File: config.mk
export PLATFORM = sky130hd
export DESIGN_NAME = ide_regwin_bridge
export DESIGN_NICKNAME = d
export VERILOG_FILES = /design/src/rtl/ide_regwin_pkg.sv /design/src/rtl/ide_regwin_decode.sv /design/src/rtl/ide_regwin_swap.sv /design/src/rtl/ide_regwin_bridge.sv
export SDC_FILE = /design/constraint.sdc
export NUM_CORES = 1
export LEC_CHECK = 0
export CORE_MARGIN = 1.5
export CORE_UTILIZATION = 25
export CTS_CLUSTER_DIAMETER = 50
export DETAILED_ROUTE_END_ITERATION = 6
export PLACE_DENSITY = 0.67
export SYNTH_ARGS = -nofsm -noshare
export SYNTH_HDL_FRONTEND = slang
export SYNTH_SLANG_ARGS = --single-unit
File: constraint.sdc
create_clock -name clk -period 3.39 [get_ports clk]
set_input_delay 1.017 -clock clk [delete_from_list [all_inputs] [get_ports clk]]
set_output_delay 1.017 -clock clk [all_outputs]
set_load 0.02 [all_outputs]
File: src/rtl/ide_regwin_pkg.sv
package ide_regwin_pkg;

    typedef enum logic [1:0] {
        SZ_BYTE = 2'd0,
        SZ_HALF = 2'd1,
        SZ_WORD = 2'd2,
        SZ_RSVD = 2'd3
    } acc_size_e;

    localparam logic [3:0] REG_DATA = 4'd0;
    localparam logic [3:0] REG_CTRL = 4'd8;

    typedef struct packed {
        logic [31:0] rdata;
        logic        rvalid;
    } rd_state_t;

endpackage

File: src/rtl/ide_regwin_decode.sv
module ide_regwin_decode
    import ide_regwin_pkg::*;
#(
    parameter int IDX_W     = 8,
    parameter int TF_LAST   = 7,
    parameter int ALIAS_LO  = 8,
    parameter int ALIAS_HI  = 22
) (
    input  logic [IDX_W-1:0] idx,
    input  acc_size_e        size,
    output logic             hit,
    output logic [3:0]       reg_code
);
    localparam logic [IDX_W-1:0] ALIAS_LO_L = IDX_W'(ALIAS_LO);
    localparam logic [IDX_W-1:0] ALIAS_HI_L = IDX_W'(ALIAS_HI);
    localparam logic [IDX_W-1:0] TF_LAST_L  = IDX_W'(TF_LAST);

    always_comb begin
        hit      = 1'b0;
        reg_code = REG_DATA;
        unique case (size)
            SZ_BYTE: begin
                if (idx != '0 && idx <= TF_LAST_L) begin
                    hit      = 1'b1;
                    reg_code = idx[3:0];
                end else if (idx == ALIAS_LO_L || idx == ALIAS_HI_L) begin
                    hit      = 1'b1;
                    reg_code = REG_CTRL;
                end
            end
            SZ_HALF, SZ_WORD: begin
                if (idx == '0) begin
                    hit      = 1'b1;
                    reg_code = REG_DATA;
                end
            end
            default: begin
                hit      = 1'b0;
                reg_code = REG_DATA;
            end
        endcase
    end

    // byte hits never carry the data register code
    always_comb begin
        if (hit && size == SZ_BYTE)
            assert_byte_not_data_R4: assert (reg_code != REG_DATA);
    end

endmodule

File: src/rtl/ide_regwin_swap.sv
module ide_regwin_swap #(
    parameter int BYTES = 4
) (
    input  logic [8*BYTES-1:0] din,
    output logic [8*BYTES-1:0] dout
);
    for (genvar g = 0; g < BYTES; g++) begin : g_lane
        assign dout[8*g +: 8] = din[8*(BYTES-1-g) +: 8];
    end
endmodule

File: src/rtl/ide_regwin_bridge.sv
module ide_regwin_bridge
    import ide_regwin_pkg::*;
#(
    parameter int ADDR_W      = 32,
    parameter int WIN_BITS    = 12,
    parameter int STRIDE_BITS = 4,
    parameter int ALIAS_LO    = 8,
    parameter int ALIAS_HI    = 22
) (
    input  logic              clk,
    input  logic              rst_n,
    input  logic              h_rd,
    input  logic              h_wr,
    input  logic [ADDR_W-1:0] h_addr,
    input  logic [1:0]        h_size,
    input  logic [31:0]       h_wdata,
    output logic [31:0]       h_rdata,
    output logic              h_rvalid,
    output logic              p_rd,
    output logic              p_wr,
    output logic [3:0]        p_reg,
    output logic [1:0]        p_size,
    output logic [31:0]       p_wdata,
    input  logic [31:0]       p_rdata
);
    localparam int IDX_W = WIN_BITS - STRIDE_BITS;

    logic [IDX_W-1:0] idx;
    acc_size_e        size;
    logic             hit;
    logic [3:0]       reg_code;
    logic [15:0]      wr_sw16, rd_sw16;
    logic [31:0]      wr_sw32, rd_sw32;
    logic [31:0]      rd_result;
    logic             rd_only;
    rd_state_t        st_d, st_q;
    logic             unused_addr_bits;

    assign idx  = h_addr[WIN_BITS-1:STRIDE_BITS];
    assign size = acc_size_e'(h_size);
    assign unused_addr_bits = ^{h_addr[ADDR_W-1:WIN_BITS], h_addr[STRIDE_BITS-1:0]};

    ide_regwin_decode #(
        .IDX_W   (IDX_W),
        .TF_LAST (7),
        .ALIAS_LO(ALIAS_LO),
        .ALIAS_HI(ALIAS_HI)
    ) u_decode (
        .idx     (idx),
        .size    (size),
        .hit     (hit),
        .reg_code(reg_code)
    );

    ide_regwin_swap #(.BYTES(2)) u_wsw16 (.din(h_wdata[15:0]), .dout(wr_sw16));
    ide_regwin_swap #(.BYTES(4)) u_wsw32 (.din(h_wdata),       .dout(wr_sw32));
    ide_regwin_swap #(.BYTES(2)) u_rsw16 (.din(p_rdata[15:0]), .dout(rd_sw16));
    ide_regwin_swap #(.BYTES(4)) u_rsw32 (.din(p_rdata),       .dout(rd_sw32));

    assign rd_only = h_rd && !h_wr;

    // port side
    always_comb begin
        p_rd    = rd_only && hit;
        p_wr    = h_wr && hit;
        p_reg   = reg_code;
        p_size  = h_size;
        unique case (size)
            SZ_BYTE: p_wdata = {24'h0, h_wdata[7:0]};
            SZ_HALF: p_wdata = {16'h0, wr_sw16};
            default: p_wdata = wr_sw32;
        endcase
    end

    // read result and next state
    always_comb begin
        unique case (size)
            SZ_BYTE: rd_result = hit ? {24'h0, p_rdata[7:0]} : 32'h0000_00FF;
            SZ_HALF: rd_result = hit ? {16'h0, rd_sw16}      : 32'h0000_FFFF;
            SZ_WORD: rd_result = hit ? rd_sw32               : 32'hFFFF_FFFF;
            default: rd_result = 32'hFFFF_FFFF;
        endcase
        st_d        = st_q;
        st_d.rvalid = rd_only;
        if (rd_only)
            st_d.rdata = rd_result;
    end

    always_ff @(posedge clk or negedge rst_n) begin
        if (!rst_n)
            st_q <= '0;
        else
            st_q <= st_d;
    end

    assign h_rdata  = st_q.rdata;
    assign h_rvalid = st_q.rvalid;

    assert_excl_strobe_R10: assert property (@(posedge clk) disable iff (!rst_n)
        !(p_rd && p_wr));

    assert_valid_follows_R8: assert property (@(posedge clk) disable iff (!rst_n)
        (h_rd && !h_wr) |=> h_rvalid);

    assert_no_spurious_valid_R8: assert property (@(posedge clk) disable iff (!rst_n)
        !(h_rd && !h_wr) |=> !h_rvalid);

    assert_rsvd_silent_R9: assert property (@(posedge clk) disable iff (!rst_n)
        (h_size == 2'd3) |-> !(p_rd || p_wr));

    assert_rsvd_ones_R9: assert property (@(posedge clk) disable iff (!rst_n)
        (h_rd && !h_wr && h_size == 2'd3) |=> (h_rdata == 32'hFFFF_FFFF));

    assert_wide_at_data_R7: assert property (@(posedge clk) disable iff (!rst_n)
        ((p_rd || p_wr) && h_size != 2'd0) |-> (p_reg == REG_DATA));

    assert_hold_R8: assert property (@(posedge clk) disable iff (!rst_n)
        (!h_rd || h_wr) |=> $stable(h_rdata));

endmodule

==> results.md, run 1 <==
- GRT Total Usage: 18.1%
- Initial DRC Count: 199
- Final wirelength: 8.20 mm
- Top cells by area, synth: dfrtp_1 (39%), a22oi_1 (5.7%), nand2_1 (5.7%), and2_1 (5.6%), a211oi_1 (5.3%)
- CP peak stage delay: 260 ps
- Worst Setup End Kind: output pin
- Worst slack, placed: -1020 ps
- Element type at the critical path start: input port
- CORE AREA: 8220 sq um
- Initial antenna violation count: 0
- Max Root-Sink Buffers: 2
- Chip height: 95.1 um
- Die X-Extent: 95.1 um
- Internal Power: 877 uW
- Vias in the first global route: 2570
- Crit path max fanout: 3
- Sw Pwr: 457 uW
- Worst path required time: 2370 ps
- Layout cell share with drive strength beyond 1: 23.3%
- Post-Syn Instances: 236
- Final setup viols: 0
- Hold Crit Class: reg2reg
- Final Critical Period: 3320 ps
- Max frequency: 301 MHz
- DRT Pass-1 Iters: 5
- Layout fillers: 779
- Syn_area_per_cell: 8.99 sq um
- Final Util: 48.7%
- Clock-pin slew on the worst setup and hold paths: 70 ps
- Worst R2R Start: h_rdata[5]
- # rows: 33
- FF-to-FF setup slack: 2670 ps
- Post-detailed-route count of antenna-violating nets: 0
- Worst skew pair latency: 280 ps
- Area of the multi-input gates: 1230 sq um
- Total grt overflow: 0
- Netlist cell types: 39
- Antenna cells: 0
- Total clock buffers created by CTS: 5
- Clock Sinks: 33
- Tcrit/Tclk final: 98.0%
- Setup slack after layout: 66.3 ps
- First-pass GRT wire length: 12.6 mm
- Fin. Hold Viols: 0
- H-tree depth: 2
- Clock power frac: 21.6%
- DR WL/cell: 16.4 um
- Area Overhead vs Synth: 88.7%
- Total negative slack: 0 ps
- Port bufs: 150
- Vias per Instance: 5.00
- Critical path class: in2out
- Crit-path cells: dlygate4sd2_1 -> buf_4 -> nor3_4 -> and2_1 -> and3_2 -> clkdlybuf4s15_2
- Cells on worst reg2reg path: 2
- Netlist Area Pre-Place: 2120 sq um
- LEAKAGE: 0.00162 uW
- Arr. time, crit path: 2310 ps
- Switch share: 34.2%
- RSZ-0062 raised after global routing: true
- Reg power frac: 35.8%
- Sequential area share after synthesis: 38.9%
- Number of remaining DRC errors: 0
- Synthesis warning total: 0
- Register bit count reported by yosys: 33
- Maxcap violations: 0
- Post-synth top area share: 38.9%
- Reg-to-Reg End: h_rdata[5]
- Worst rel slew slack: 66.6%
- DP HPWL: 6.18 mm
- I/O pins: 175
- Die area: 9050 sq um
- Status: finished, final reports clean
- Final GP Congestion: 0.793
- Final Skew: 0 ps
- Worst setup startpoint: h_addr[11]
- Initial Util: 25.8%
- Via count: 2500
- Comb pwr share: 42.6%
- CTS root buffer: clkbuf_8
- Synthesized Nets: 342
- Cell accounting for the most synthesized area: dfrtp_1
- CP max-delay cell: dlygate4sd2_1
- Pin count of the biggest net entering global routing: 34
- Sequential Area: 826 sq um
- Peak supply drop: 0.121 mV
- Max Slew Vio Count: 0
- CTS tree: done
- Total Nets Final: 500
- Crit path capture: p_reg[2]
- Slew @ Worst Pin: 499 ps
- Pwr dens: 333 nW/um^2
==> layer usage <==
metal / track usage, % / wire [um] / up-vias
li1: - / - / 1192
met1: 21.0 / 3200 / 1164
met2: 31.7 / 4050 / 137
met3: 6.30 / 851 / 7
met4: 4.48 / 99 / 0
met5: 0 / 0 / -
==> logic make-up (layout without fill, tap and decap cells) <==
| logic type | Yosys count | in the layout | synth area share, % |
|---|---|---|---|
| and+or+nand+nor | 85 | 85 | 20.8 |
| buffers and inverters | 27 | 186 | 6.90 |
| AOI/OAI and AO/OA | 87 | 87 | 31.1 |
| adders and majority gates | 4 | 4 | 2.36 |
| DFF | 33 | 33 | 38.9 |
==> synthesized netlist by cell type, drive strengths merged <==
master and instances:
nor4b 2, a31oi 1, a22o 8, clkbuf 13
o211ai 2, or4 1, nor4 1, inv 4
nand2b 2, and4b 1, a211oi 16, nor3 1
o21ai 18, o31a 1, ha 4, nand2 32
or2 1, buf 8, nand3 3, and3 3
a41oi 8, nor2 19, a22oi 16, a21oi 9
dlygate4sd1 2, dfrtp 33, and2 19, a222oi 8
==> layout by cell type, fill, tap and decap left out, drive strengths merged <==
cell type      netlist  layout
and4b                1       1
nor3                 1       1
nor4b                2       2
or2                  1       1
inv                  4       4
o31a                 1       1
buf                  8      27
and2                19      19
o21ai               18      18
nand2b               2       2
o211ai               2       2
a22oi               16      16
nand3                3       3
dfrtp               33      33
clkdlybuf4s15        0      38
a22o                 8       8
clkbuf              13       9
or4                  1       1
dlygate4sd2          0       4
clkinv               0       2
ha                   4       4
a31oi                1       1
and3                 3       3
a41oi                8       8
a222oi               8       8
nor2                19      19
clkdlybuf4s50        0     102
nor4                 1       1
a21oi                9       9
a211oi              16      16
nand2               32      32
==> worst min path at each step <==
stage / cells after the start / end / slack [ps] / startpoint
floorplan: 2 / h_rdata[29] / 590 / h_rdata[29]
global placement: 2 / h_rdata[29] / 460 / h_rdata[29]
detailed placement: 2 / h_rdata[26] / 470 / h_rdata[26]
CTS: 2 / h_rdata[26] / 490 / h_rdata[26]
global route: 2 / h_rdata[21] / 510 / h_rdata[21]
finish: 2 / h_rdata[26] / 480 / h_rdata[26]
==> state kept, by name, summed over array words and instances, names as in the netlist <==
signal	cells
h_rdata	32
h_rvalid	1
==> repair_timing <==
action	in CTS	in global routing
setup endpoints to repair	38	33
setup buffers	2	0
gates resized for setup	150	6
hold buffers	0	0
gates cloned	0	0
pin swaps	8	6
==> critical path, delay by kind of cell <==
family,cells,cell delay (ps)
buffers and inverters,3,660
and+or+nand+nor,3,630
==> final cells by class <==
class,count,area share (%)
clock inverters,2,0.250
inverters,4,0.375
repair buffers,174,43.0
flip-flops and latches,33,20.6
clock buffers,6,1.81
well taps,105,3.28
multi-input cells,176,30.7
==> stage by stage <==
| stage | cell area [sq um] | hold WS (ps) | std cells | total power [uW] |
|---|---|---|---|---|
| after floorplan | 2120 | 589 | 236 | 721 |
| after global placement | 3800 | 463 | 490 | 1050 |
| after detailed placement | 3800 | 474 | 490 | 1060 |
| after CTS | 4010 | 491 | 500 | 1350 |
| after global routing | 4000 | 511 | 500 | 1410 |
| final | 4000 | 483 | 500 | 1330 |
==> power by group through the flow <==
stage / Combinational (uW) / Sequential, uW / Clock, uW
floorplan: 173 / 548 / 0
global placement: 569 / 484 / 0
detailed placement: 572 / 486 / 0
CTS: 571 / 478 / 299
global route: 609 / 485 / 311
finish: 568 / 478 / 288
Power figures use the tool's default switching activity.
==> run 2, diff against run 1 <==
- CAP_MARGIN: default -> 10
- PLACE_DENSITY: 0.67 -> default
==> run 2 against run 1 <==
- combinational power is essentially flat
- highest routed layer unchanged
- clock power is 3% higher
- critical path depth grew 1
- wire length up 9.7%
- final area down 2.9%
- fmax down 0.90%
- setup slack worse by 30 ps
==> results.md, run 2 (same netlist as run 1, synthesis figures left out) <==
- Final Critical Period: 3350 ps
- Vias per Instance: 5.10
- Final GP Congestion: 0.801
- Final wirelength: 8.99 mm
- Chip height: 95.1 um
- Commonest cells after routing, fill and taps aside: clkdlybuf4s50_1 (102), dfrtp_1 (33), nand2_1 (32)
- Die area: 9050 sq um
- Crit-path cells: clkdlybuf4s15_2 -> buf_4 -> o31a_1 -> o211ai_4 -> a21oi_4 -> and2_4 -> buf_6
- First-pass GRT wire length: 13.6 mm
- Final Skew: 0 ps
- Tcrit/Tclk final: 98.9%
- Initial DRC Count: 180
- Peak supply drop: 0.149 mV
- RSZ-0062 raised after global routing: false
- Critical path class: in2out
- Die X-Extent: 95.1 um
- DP Cell Count: 494
- Non-Filler Instances: 505
- Hold Crit Class: reg2reg
- Crit path max fanout: 5
- Final setup viols: 0
- Slew @ Worst Pin: 569 ps
- Worst path required time: 2370 ps
- Via count: 2575
- LEAKAGE: 0.00166 uW
- Worst skew pair latency: 280 ps
- CP max-delay cell: o31a_1
- Number of remaining DRC errors: 0
- H-tree depth: 2
- Clock-pin slew on the worst setup and hold paths: 70 ps
- I/O pins: 175
- Worst setup startpoint: h_addr[6]
- GRT Total Usage: 20.0%
- # rows: 33
- CTS tree: done
- Worst Setup End Kind: output pin
- Fin. Hold Viols: 0
- Layout cell share with drive strength beyond 1: 25.0%
- Status: finished, final reports clean
- Worst R2R Start: h_rdata[7]
- Initial antenna violation count: 0
- Buf/Inv on CP: 3
- Sw Pwr: 453 uW
- DP HPWL: 6.69 mm
- Clock power frac: 22.2%
- Commonest non-fill, non-tap cell in the layout: clkdlybuf4s50_1
- Max Root-Sink Buffers: 2
- Area Overhead vs Synth: 83.2%
- Pin count of the biggest net entering global routing: 34
- Clock Sinks: 33
- Max Slew Vio Count: 0
- Port bufs: 150
- Max reg flops: 32
- Vias in the first global route: 2612
- Internal Power: 890 uW
- CTS Hold Bufs: 0
- Element type at the critical path start: input port
- Worst rel slew slack: 61.9%
- Comb pwr share: 42.1%
- CTS root buffer: clkbuf_8
- Pwr dens: 346 nW/um^2
- Max frequency: 298 MHz
- Delay-heaviest family, CP: compound AO/OA/AOI/OAI gates
- Total grt overflow: 0
- Post-detailed-route count of antenna-violating nets: 0
- Hold Crit Start: h_rdata[17]
- CORE AREA: 8220 sq um
- Total clock buffers created by CTS: 5
- DRT Pass-1 Iters: 4
- Antenna cells: 0
- Maxcap violations: 0
- Initial Util: 25.8%
- CP peak stage delay: 320 ps
- DR WL/cell: 17.8 um
- Total Nets Final: 506
- Switch share: 33.7%
- Arr. time, crit path: 2340 ps
- Reg power frac: 35.7%
- Fin Hold WS: 487 ps
run 2: timing repair:
item                       4_1_cts  5_1_grt
buffers inserted                 2        1
pin swaps                        8        6
setup endpoints to repair       38       34
resized for setup              177       11
cloned                           1        0
run 2: tightest hold or removal path, delay by kind of cell, from the launching register on:
| kind | cells | cell delay [ps] |
|---|---|---|
| DFF | 1 | 340 |
| and+or+nand+nor | 1 | 50 |
| AOI/OAI and AO/OA | 1 | 60 |
run 2: path summary, 6_finish.rpt:
kind / to / slack, ps / cells after the start
worst max-delay path: p_rd / 40 / 7
worst min register to register: h_rdata[17] / 490 / 2
min in group asynchronous: h_rdata[17] / 1140 / 2
worst min-delay path: h_rdata[17] / 490 / 2
worst max register to register: h_rdata[7] / 2610 / 2
max in group asynchronous: h_rdata[15] / 1930 / 2
run 2: final cells by class:
type,instances,area (sq um)
Multi-Input combinational cell,176,1220
Fill cell,810,4330
Inverter,4,15.0
Clock buffer,7,86.3
Sequential cell,33,826
Timing Repair Buffer,180,1610
Tap cell,105,131
run 2: through the flow:
| stage | total power, uW | setup slack, ps | instance area, sq um | util [%] | setup TNS (ps) |
|---|---|---|---|---|---|
| after detailed placement | 1060 | -978 | 3830 | 46.6 | -23410 |
| final | 1340 | 36.0 | 3890 | 47.3 | 0 |
| after CTS | 1350 | -0.0819 | 3890 | 47.3 | -0.0819 |
| after global placement | 1060 | -925 | 3830 | 46.6 | -22610 |
| after global routing | 1420 | 0.482 | 3890 | 47.3 | 0 |
| after floorplan | 721 | 19.9 | 2120 | - | 0 |
run 2: routing by layer:
layer	global-route usage (%)	vias up	routed length (um)
li1	-	1208	-
met1	22.4	1198	3400
met2	35.9	151	4510
met3	5.18	18	795
met4	7.46	0	276
met5	0	-	0
run 2: power groups by stage:
stage	sequential (uW)	clock, uW	combinational [uW]
after CTS	480	304	569
after global placement	484	0	577
after global routing	486	327	606
after floorplan	548	0	173
final	480	298	565
after detailed placement	487	0	577
